===== src/rtl/lds_pkg.sv =====
package lds_pkg;

    // Upper bound on states per word; sets the width of the step counter.
    localparam int MAX_STATES = 32;
    localparam int STEP_W     = $clog2(MAX_STATES);

    typedef logic [STEP_W-1:0] step_t;

    typedef enum logic {
        FEED_PASSIVE = 1'b0,
        FEED_ACTIVE  = 1'b1
    } feed_mode_e;

    // Sequencer state carried between the controller and the datapath.
    typedef struct packed {
        logic  busy;   // a word is held and being issued
        step_t step;   // current state index within the word
        logic  ack;    // active style: a read was answered last cycle
    } seq_state_t;

    // Slice chosen for a given step: steps past the last slice keep the top one.
    function automatic step_t slice_pick(input step_t s, input int slices);
        if (int'(s) >= slices) return step_t'(slices - 1);
        return s;
    endfunction

    // Index of the final state of a word for the chosen feed style.
    function automatic step_t final_step(input feed_mode_e m, input int n_states,
                                         input int slices);
        if (m == FEED_PASSIVE) return step_t'(n_states - 1);
        return step_t'(slices - 1);
    endfunction

endpackage


===== src/rtl/lds_seq_ctrl.sv =====
module lds_seq_ctrl
    import lds_pkg::*;
#(
    parameter feed_mode_e MODE     = FEED_PASSIVE,
    parameter int         N_STATES = 5,
    parameter int         SLICES   = 5
) (
    input  logic       clk,
    input  logic       rst,
    input  logic       en,
    input  logic       q_empty,
    input  logic       core_rd,
    output logic       pop,
    output seq_state_t st
);

    localparam step_t LAST = final_step(MODE, N_STATES, SLICES);

    seq_state_t nxt;
    logic       at_end;
    logic       avail;
    logic       advance;

    assign at_end  = !st.busy || (st.step == LAST);
    assign avail   = en && !q_empty;
    // Passive style steps every cycle; active style steps only on a read.
    assign advance = (MODE == FEED_PASSIVE) ? 1'b1 : core_rd;
    assign pop     = !rst && advance && at_end && avail;

    always_comb begin
        nxt     = st;
        nxt.ack = 1'b0;
        if (advance) begin
            if (pop) begin
                nxt.busy = 1'b1;
                nxt.step = '0;
                nxt.ack  = 1'b1;
            end else if (!at_end) begin
                nxt.step = st.step + step_t'(1);
                nxt.ack  = 1'b1;
            end else begin
                nxt.busy = 1'b0;
                nxt.step = '0;
            end
        end
    end

    always_ff @(posedge clk) begin
        if (rst) st <= '0;
        else     st <= nxt;
    end

    // reset leaves the sequencer idle
    p_reset_idle_r11: assert property (@(posedge clk)
        rst |=> (!st.busy && !st.ack && st.step == '0));

    // the step counter never passes the final state
    p_step_bound_r3: assert property (@(posedge clk) disable iff (rst)
        st.step <= LAST);

    // a pop always opens state 0 of a held word
    p_pop_opens_r1: assert property (@(posedge clk) disable iff (rst)
        pop |=> (st.busy && st.step == '0));

    if (MODE == FEED_PASSIVE) begin : g_passive_chk
        // a word under way advances one state per cycle regardless of en
        p_run_on_r7: assert property (@(posedge clk) disable iff (rst)
            (st.busy && st.step != LAST) |=>
                (st.busy && st.step == $past(st.step) + step_t'(1)));
    end else begin : g_active_chk
        // an answer is only given to a read
        p_ack_needs_rd_r8: assert property (@(posedge clk) disable iff (rst)
            st.ack |-> $past(core_rd));
    end

endmodule


===== src/rtl/lds_word_reg.sv =====
module lds_word_reg #(
    parameter int W = 40
) (
    input  logic         clk,
    input  logic         rst,
    input  logic         load,
    input  logic [W-1:0] d,
    output logic [W-1:0] q
);

    always_ff @(posedge clk) begin
        if (rst)       q <= '0;
        else if (load) q <= d;
    end

    // the held word only changes on a pop
    p_word_hold_r2: assert property (@(posedge clk) disable iff (rst)
        !$past(load) |-> $stable(q));

endmodule


===== src/rtl/lds_slice_mux.sv =====
module lds_slice_mux
    import lds_pkg::*;
#(
    parameter int IN_W  = 40,
    parameter int OUT_W = 8
) (
    input  logic [IN_W-1:0]  word,
    input  step_t            sel,
    output logic [OUT_W-1:0] slice
);

    localparam int SLICES = IN_W / OUT_W;

    logic [OUT_W-1:0] parts [SLICES];
    step_t            pick;

    for (genvar i = 0; i < SLICES; i++) begin : g_part
        assign parts[i] = word[i*OUT_W +: OUT_W];
    end

    assign pick = slice_pick(sel, SLICES);

    always_comb begin
        slice = '0;
        for (int i = 0; i < SLICES; i++) begin
            if (pick == step_t'(i)) slice = parts[i];
        end
    end

endmodule


===== src/rtl/lds_load_sequencer.sv =====
module lds_load_sequencer
    import lds_pkg::*;
#(
    parameter int                    IN_W      = 40,
    parameter int                    OUT_W     = 8,
    parameter int                    N_STATES  = 5,
    parameter logic [MAX_STATES-1:0] LOAD_MASK = 32'h0000_001F,
    parameter feed_mode_e            MODE      = FEED_PASSIVE
) (
    input  logic             clk,
    input  logic             rst,
    input  logic             en,
    input  logic [IN_W-1:0]  q_data,
    input  logic             q_empty,
    output logic             q_pop,
    input  logic             core_rd,
    output logic [OUT_W-1:0] core_data,
    output logic             core_load
);

    localparam int SLICES = IN_W / OUT_W;

    if ((IN_W % OUT_W) != 0 || SLICES > MAX_STATES || N_STATES > MAX_STATES ||
        (MODE == FEED_PASSIVE && N_STATES < SLICES)) begin : g_bad_cfg
        $error("lds_load_sequencer: unsupported width or state count");
    end

    seq_state_t       st;
    logic [IN_W-1:0]  word;
    logic [OUT_W-1:0] slice;
    logic             mask_bit;

    lds_seq_ctrl #(
        .MODE     (MODE),
        .N_STATES (N_STATES),
        .SLICES   (SLICES)
    ) u_ctrl (
        .clk     (clk),
        .rst     (rst),
        .en      (en),
        .q_empty (q_empty),
        .core_rd (core_rd),
        .pop     (q_pop),
        .st      (st)
    );

    lds_word_reg #(
        .W (IN_W)
    ) u_word (
        .clk  (clk),
        .rst  (rst),
        .load (q_pop),
        .d    (q_data),
        .q    (word)
    );

    lds_slice_mux #(
        .IN_W  (IN_W),
        .OUT_W (OUT_W)
    ) u_mux (
        .word  (word),
        .sel   (st.step),
        .slice (slice)
    );

    assign mask_bit  = LOAD_MASK[st.step];
    assign core_data = st.busy ? slice : '0;
    assign core_load = (MODE == FEED_PASSIVE) ? (st.busy && mask_bit) : st.ack;

    // leaving a word with nothing queued shows neither strobe nor data
    p_idle_quiet_r6: assert property (@(posedge clk) disable iff (rst)
        $fell(st.busy) |-> (!core_load && core_data == '0));

    if (MODE == FEED_ACTIVE || LOAD_MASK[0]) begin : g_first_load
        // the cycle after a pop always strobes the core
        p_load_after_pop_r1: assert property (@(posedge clk) disable iff (rst)
            q_pop |=> core_load);
    end

endmodule


===== config.mk =====
export PLATFORM = sky130hd
export DESIGN_NAME = lds_load_sequencer
export DESIGN_NICKNAME = d
export VERILOG_FILES = /design/src/rtl/lds_pkg.sv /design/src/rtl/lds_seq_ctrl.sv /design/src/rtl/lds_word_reg.sv /design/src/rtl/lds_slice_mux.sv /design/src/rtl/lds_load_sequencer.sv
export SDC_FILE = /design/constraint.sdc
export NUM_CORES = 1
export LEC_CHECK = 0
export BUFFER_PORTS_ARGS = -buffer_cell sky130_fd_sc_hd__buf_2
export CORE_UTILIZATION = 56
export CTS_CLUSTER_SIZE = 8
export DETAILED_ROUTE_END_ITERATION = 12
export PLACE_DENSITY = 0.84
export SYNTH_ARGS = -nofsm -noshare
export SYNTH_HDL_FRONTEND = slang
export SYNTH_SLANG_ARGS = --single-unit

===== constraint.sdc =====
create_clock -name clk -period 4.3 [get_ports clk]
set_clock_uncertainty 0.05 [all_clocks]
set_input_delay 0 -clock clk [delete_from_list [all_inputs] [get_ports clk]]
set_output_delay 0 -clock clk [all_outputs]
set_load 0.01 [all_outputs]

==> impl_metrics.ini, run 1 <==
[run_status]
outcome = finished clean

[detailed_routing]
vias_per_cell = 5.10
routed-via-count = 1967
wl_per_cell_um = 13.0
first_pass_iters = 4
drc = 0
wirelength_mm = 5.02
drt_iter0_drc = 143
ant_nets = 0

[timing]
worst_pin_slew_ns = 0.826
finalCritPeriodShare_pct = 59.7
fmaxAchievable_mhz = 389
rsz0062_at_grt = false
tns_ns = 0
setup_violations = 0
final-max-slew-violation-count = 0
max_slew_margin_pct = 44.9
hold_violations = 0
min_period_ns = 2.57

[worst_setup_path]
reg2reg_from = u_ctrl.st[2]$_SDFF_PP0_
required_ns = 4.25
crit_end = q_pop
cp.arrival_ns = 2.52
critPathLaunchType = flop
crit_fanout = 41
reg2reg_slack_ns = 1.86
cp-end-kind = output pin
worstReg2RegEnd = u_word.q[8]$_SDFFE_PP0P_
r2r_cells = 7
cp-startpoint = u_ctrl.st[2]$_SDFF_PP0_
crit_type = reg -> out

[global_routing]
gr-usage-all-layers_pct = 27.3
grt_pass1_vias = 1855
antenna_found_initial = 0
grt_max_degree = 43
use_met2_pct = 45.1
grt_overflow = 0
gr-usage-met3_pct = 3.62
top_usage_layer = met2
grt_pass1_wl_mm = 8.49
use_met1_pct = 35.6

[floorplanning]
die_area_mm2 = 0.00401
die_w_um = 63.4
core_mm2 = 0.00347
rows = 21
die_h_um = 63.4
io_pins = 55
start_util_pct = 60.8

[finish]
most-common-layout-cells = nand2_1 (73), buf_2 (53), dfxtp_1 (47), dlygate4sd3_1 (41), a21oi_1 (38)
finalInstanceArea_mm2 = 0.00281
drive_above_1_share_pct = 23.8
layout_commonest_cell = nand2_1
nets = 386
instances_no_fill = 386
antenna_cells = 0
syn_to_final_growth_pct = 33.2

[worst_hold_path]
worstHoldPathType = in -> reg

[placed_design]
dp_hpwl_mm = 2.88
post_dp_cell_area_mm2 = 0.00232
port_buffers = 53
place.gp.congestion = 0.813
placed_cells = 337

[yosys]
synth_top_area_share_pct = 44.6
yosys_warnings = 0
ys_seq_area_share_pct = 44.6
syn_nets = 304
syn_area_mm2 = 0.00211
yosysUniqueCellTypes = 32
ys_top_cells_by_area = dfxtp_1 (45%), nand2_1 (13%), a21oi_1 (9.0%), mux2i_1 (3.8%), a21oi_2 (3.7%)
synth_edf_count = 0
synth.largest_area_cell = dfxtp_1
synthCells = 257
avgSynthCellArea_um2 = 8.20
yosys_most_used_dff = dfxtp_1
async_flop_share_pct = 0
ys_ff_latch = 47

[clock_tree]
clock-sinks = 47
clock_tree.buffer_depth = 2
cts_tree = yes
clkTransAtPathRegs_ns = 0.07
cts-root-buf = clkbuf_8
cts-buffers-inserted = 5
clk_latency_ns = 0.29
htreeDepth = 2

[pwr]
power_density_mw_per_mm2 = 289
ir_drop_mv = 0.235
totalPowerFinal_w = 0.000811
power_leakage_nw = 1.08

[job]
cap_violations = 0
[area by class of cell]
class | count | area [µm²]
Sequential cell | 47 | 941
Fill cell | 233 | 659
Inverter | 4 | 20.0
Multi-Input combinational cell | 187 | 1030
Clock buffer | 7 | 76.3
Timing Repair Buffer | 94 | 676
Clock inverter | 1 | 5.00
Tap cell | 46 | 57.6
[power breakdown]
| group | internal [W] | switching (W) | total (W) |
|---|---|---|---|
| logic | 0.0000557 | 0.0000446 | 0.000100 |
| registers | 0.000448 | 0.0000110 | 0.000459 |
| clock network | 0.000114 | 0.000137 | 0.000252 |
[how the worst min path moves through the flow]
stage | depth (start not counted) | from | slack (ns) | endpoint
4_1_cts | 3 | en | 0.03 | u_ctrl.st[6]$_SDFFE_PP0P_
6_report | 3 | en | 0.03 | u_ctrl.st[6]$_SDFFE_PP0P_
2_1_floorplan | 2 | q_data[15] | 0.08 | u_word.q[15]$_SDFFE_PP0P_
3_5_place_dp | 3 | q_data[15] | 0.19 | u_word.q[15]$_SDFFE_PP0P_
3_3_place_gp | 3 | q_data[22] | 0.19 | u_word.q[22]$_SDFFE_PP0P_
5_1_grt | 3 | en | 0.05 | u_ctrl.st[6]$_SDFFE_PP0P_
[per-stage QoR]
stage / worst slack [ns] / hold WS [ns] / utilization [%]
finish: 1.73 / 0.0326 / 81.0
global placement: 1.87 / 0.191 / 66.8
floorplan: 2.60 / 0.0769 / -
detailed placement: 1.86 / 0.192 / 66.8
global route: 1.56 / 0.0548 / 81.0
CTS: 1.71 / 0.0292 / 81.0
[sequential cells by signal, summed over array words and instances, names as in the netlist]
register   count
mask_bit       1
u_ctrl.st      6
u_word.q      40
[routing by layer]
metal,vias up,wire length [µm]
met5,-,0
met4,0,77
met3,7,238
met2,59,2420
met1,874,2280
li1,1027,-
[timing repair]
item / in CTS / in global routing
setup buffers: 0 / 0
endpoints found under the hold margin: 41 / 0
hold buffers: 41 / 0
resized for setup: 0 / 0
[cell usage after synthesis, types with 2 or more instances]
cell type / count
a21oi_1: 38
a21oi_2: 9
a221oi_1: 8
and3_1: 2
buf_2: 7
buf_6: 3
clkbuf_1: 7
dfxtp_1: 47
ha_1: 2
inv_1: 3
mux2i_1: 8
nand2_1: 73
nand2_2: 9
nor2_1: 14
nor2b_1: 2
o21ai_0: 8
xnor2_1: 2
[cells by family after synthesis]
kind of cell               after synthesis  synth area share, %
buffers and inverters                   23                 6.35
and+or+nand+nor                        106                 22.0
AOI/OAI and AO/OA                       67                 19.8
muxes                                    9                 4.87
adders and majority gates                2                 1.19
DFF                                     47                 44.6
xor gates and xnor gates                 3                 1.25
[critical path, cell delays in order, from the launching register on]
cell	delay, ns
dfxtp_1	0.75
inv_1	0.10
ha_1	0.21
nand4bb_1	0.13
a21o_4	0.39
clkinv_4	0.36
buf_2	0.25
(Power assumes the default switching activity.)
==> run 2: changes to the inputs <==
--- a/config.mk
+++ b/config.mk
@@ -6,10 +6,10 @@
 export NUM_CORES = 1
 export LEC_CHECK = 0
 export BUFFER_PORTS_ARGS = -buffer_cell sky130_fd_sc_hd__buf_2
-export CORE_UTILIZATION = 56
+export CORE_UTILIZATION = 52
 export CTS_CLUSTER_SIZE = 8
 export DETAILED_ROUTE_END_ITERATION = 12
-export PLACE_DENSITY = 0.84
+export PLACE_DENSITY = 0.79
 export SYNTH_ARGS = -nofsm -noshare
 export SYNTH_HDL_FRONTEND = slang
 export SYNTH_SLANG_ARGS = --single-unit
==> constraint.sdc (replaced) <==
create_clock -name clk -period 2.46 [get_ports clk]
set_clock_uncertainty 0.05 [all_clocks]
set_input_delay 0 -clock clk [delete_from_list [all_inputs] [get_ports clk]]
set_output_delay 0 -clock clk [all_outputs]
set_load 0.01 [all_outputs]
==> run 2 against run 1 <==
Effect of this change:
- via count is 2.9% higher
- clock power is 86% higher
- register-to-register slack worse by 1.2 ns
- flip-flop and latch count stayed put
- power is 79% higher
- hold slack better by 0.18 ns
- cell area is 2.0% higher
- largest cell class unchanged
==> impl_metrics.ini, run 2 (same netlist as run 1, synthesis figures left out) <==
[detailed_routing]
drc = 0
wl_per_cell_um = 13.2
first_pass_iters = 4
routed-via-count = 2025
wirelength_mm = 5.19
drt_iter0_drc = 104
vias_per_cell = 5.15
ant_nets = 0

[global_routing]
use_met1_pct = 30.8
gr-usage-met3_pct = 4.69
grt_pass1_wl_mm = 8.25
grt_overflow = 0
use_met2_pct = 44.8
top_usage_layer = met2
gr-usage-all-layers_pct = 25.9
antenna_found_initial = 0
grt_max_degree = 42
grt_pass1_vias = 1830

[clock_tree]
htreeDepth = 2
clock-sinks = 47
clkTransAtPathRegs_ns = 0.08
cts_tree = yes
clock_tree.buffer_depth = 2
post_cts_buffers = 0
cts-root-buf = clkbuf_8
clk_latency_ns = 0.30
cts-buffers-inserted = 5

[floorplanning]
io_pins = 55
core_mm2 = 0.00377
start_util_pct = 55.9
rows = 22
die_w_um = 65.7
die_h_um = 65.7
die_area_mm2 = 0.00431

[worst_setup_path]
crit_type = reg -> out
critPathLaunchType = flop
cp-end-kind = output pin
cp.arrival_ns = 2.03
crit_fanout = 16
required_ns = 2.41

[timing]
final-max-slew-violation-count = 0
worst_pin_slew_ns = 0.484
setup_violations = 0
min_period_ns = 2.08
fmaxAchievable_mhz = 481
timing.hold.ws_ns = 0.216
finalCritPeriodShare_pct = 84.6
rsz0062_at_grt = false
hold_violations = 0
max_slew_margin_pct = 67.6
tns_ns = 0

[finish]
final_core_util_pct = 76.0
regMostFlops = u_word.q
nets = 392
drive_above_1_share_pct = 25.2
most-common-layout-cells = nand2_1 (73), buf_2 (53), dfxtp_1 (47), dlygate4sd3_1 (42), a21oi_1 (38)
largest_reg_flops = 40
syn_to_final_growth_pct = 35.9
antenna_cells = 0
layout_commonest_cell = nand2_1

[worst_hold_path]
worstHoldPathType = in -> reg

[job]
cap_violations = 0

[pwr]
ir_drop_mv = 0.390
power_density_mw_per_mm2 = 507
power_leakage_nw = 1.11

[placed_design]
place.gp.congestion = 0.795
dp_hpwl_mm = 3.01
port_buffers = 53

[run_status]
outcome = finished clean
run 2: cell count changes in the layout (fill, tap and decap cells not counted), sizes merged:
cell	previous run	this run
clkbuf	7	6
dlygate4sd3	41	42
buf	53	58
run 2: metrics by stage:
stage | cells | power (W) | setup slack, ns | area [µm²]
6_report | 393 | 0.00145 | 0.379 | 2870
5_1_grt | 393 | 0.00152 | 0.292 | 2870
4_1_cts | 393 | 0.00145 | 0.419 | 2870
3_5_place_dp | 344 | 0.000947 | 0.745 | 2360
3_3_place_gp | 344 | 0.000945 | 0.770 | 2360
2_1_floorplan | 257 | 0.000897 | 0.759 | 2110
run 2: power breakdown:
group	internal [W]	switching, W	total [W]
sequential	0.000783	0.0000151	0.000798
clock	0.000221	0.000249	0.000469
combinational	0.000101	0.0000850	0.000186
total	0.00111	0.000349	0.00145
run 2: worst max-delay path: stages (launching register included):
cell and delay, ns:
dfxtp_1 0.53, nor3_4 0.08, buf_4 0.20, and3_1 0.27, a221oi_1 0.39, a21oi_1 0.11, buf_2 0.15
run 2: worst paths after layout:
path                            startpoint                   endpoint  cells past startpoint  slack, ns
setup reg to reg   u_ctrl.st[1]$_SDFF_PP0_   u_word.q[5]$_SDFFE_PP0P_                      7       0.71
hold / removal                         rst  u_word.q[17]$_SDFFE_PP0P_                      3       0.22
setup / recovery   u_ctrl.st[3]$_SDFF_PP0_               core_data[0]                      6       0.38
hold reg to reg   u_word.q[1]$_SDFFE_PP0P_   u_word.q[1]$_SDFFE_PP0P_                      2       0.41
run 2: layout make-up:
class | count | area [µm²]
inverter | 4 | 20.0
sequential | 47 | 941
clock buffer | 6 | 82.6
timing repair buffer | 100 | 723
fill | 271 | 906
tap | 48 | 60.1
multi-input combinational | 187 | 1030
clock inverter | 1 | 5.00
run 2: repair_timing:
| item | in CTS | in global routing |
|---|---|---|
| gates resized for setup | 0 | 0 |
| hold buffers | 42 | 0 |
| endpoints found under the hold margin | 41 | 0 |
| endpoints found under the setup margin | 0 | 0 |
run 2: per-layer routing:
layer	wire length [µm]	up-vias
met3	223	12
met2	2600	63
met5	0	-
met1	2260	919
li1	-	1031
met4	114	0
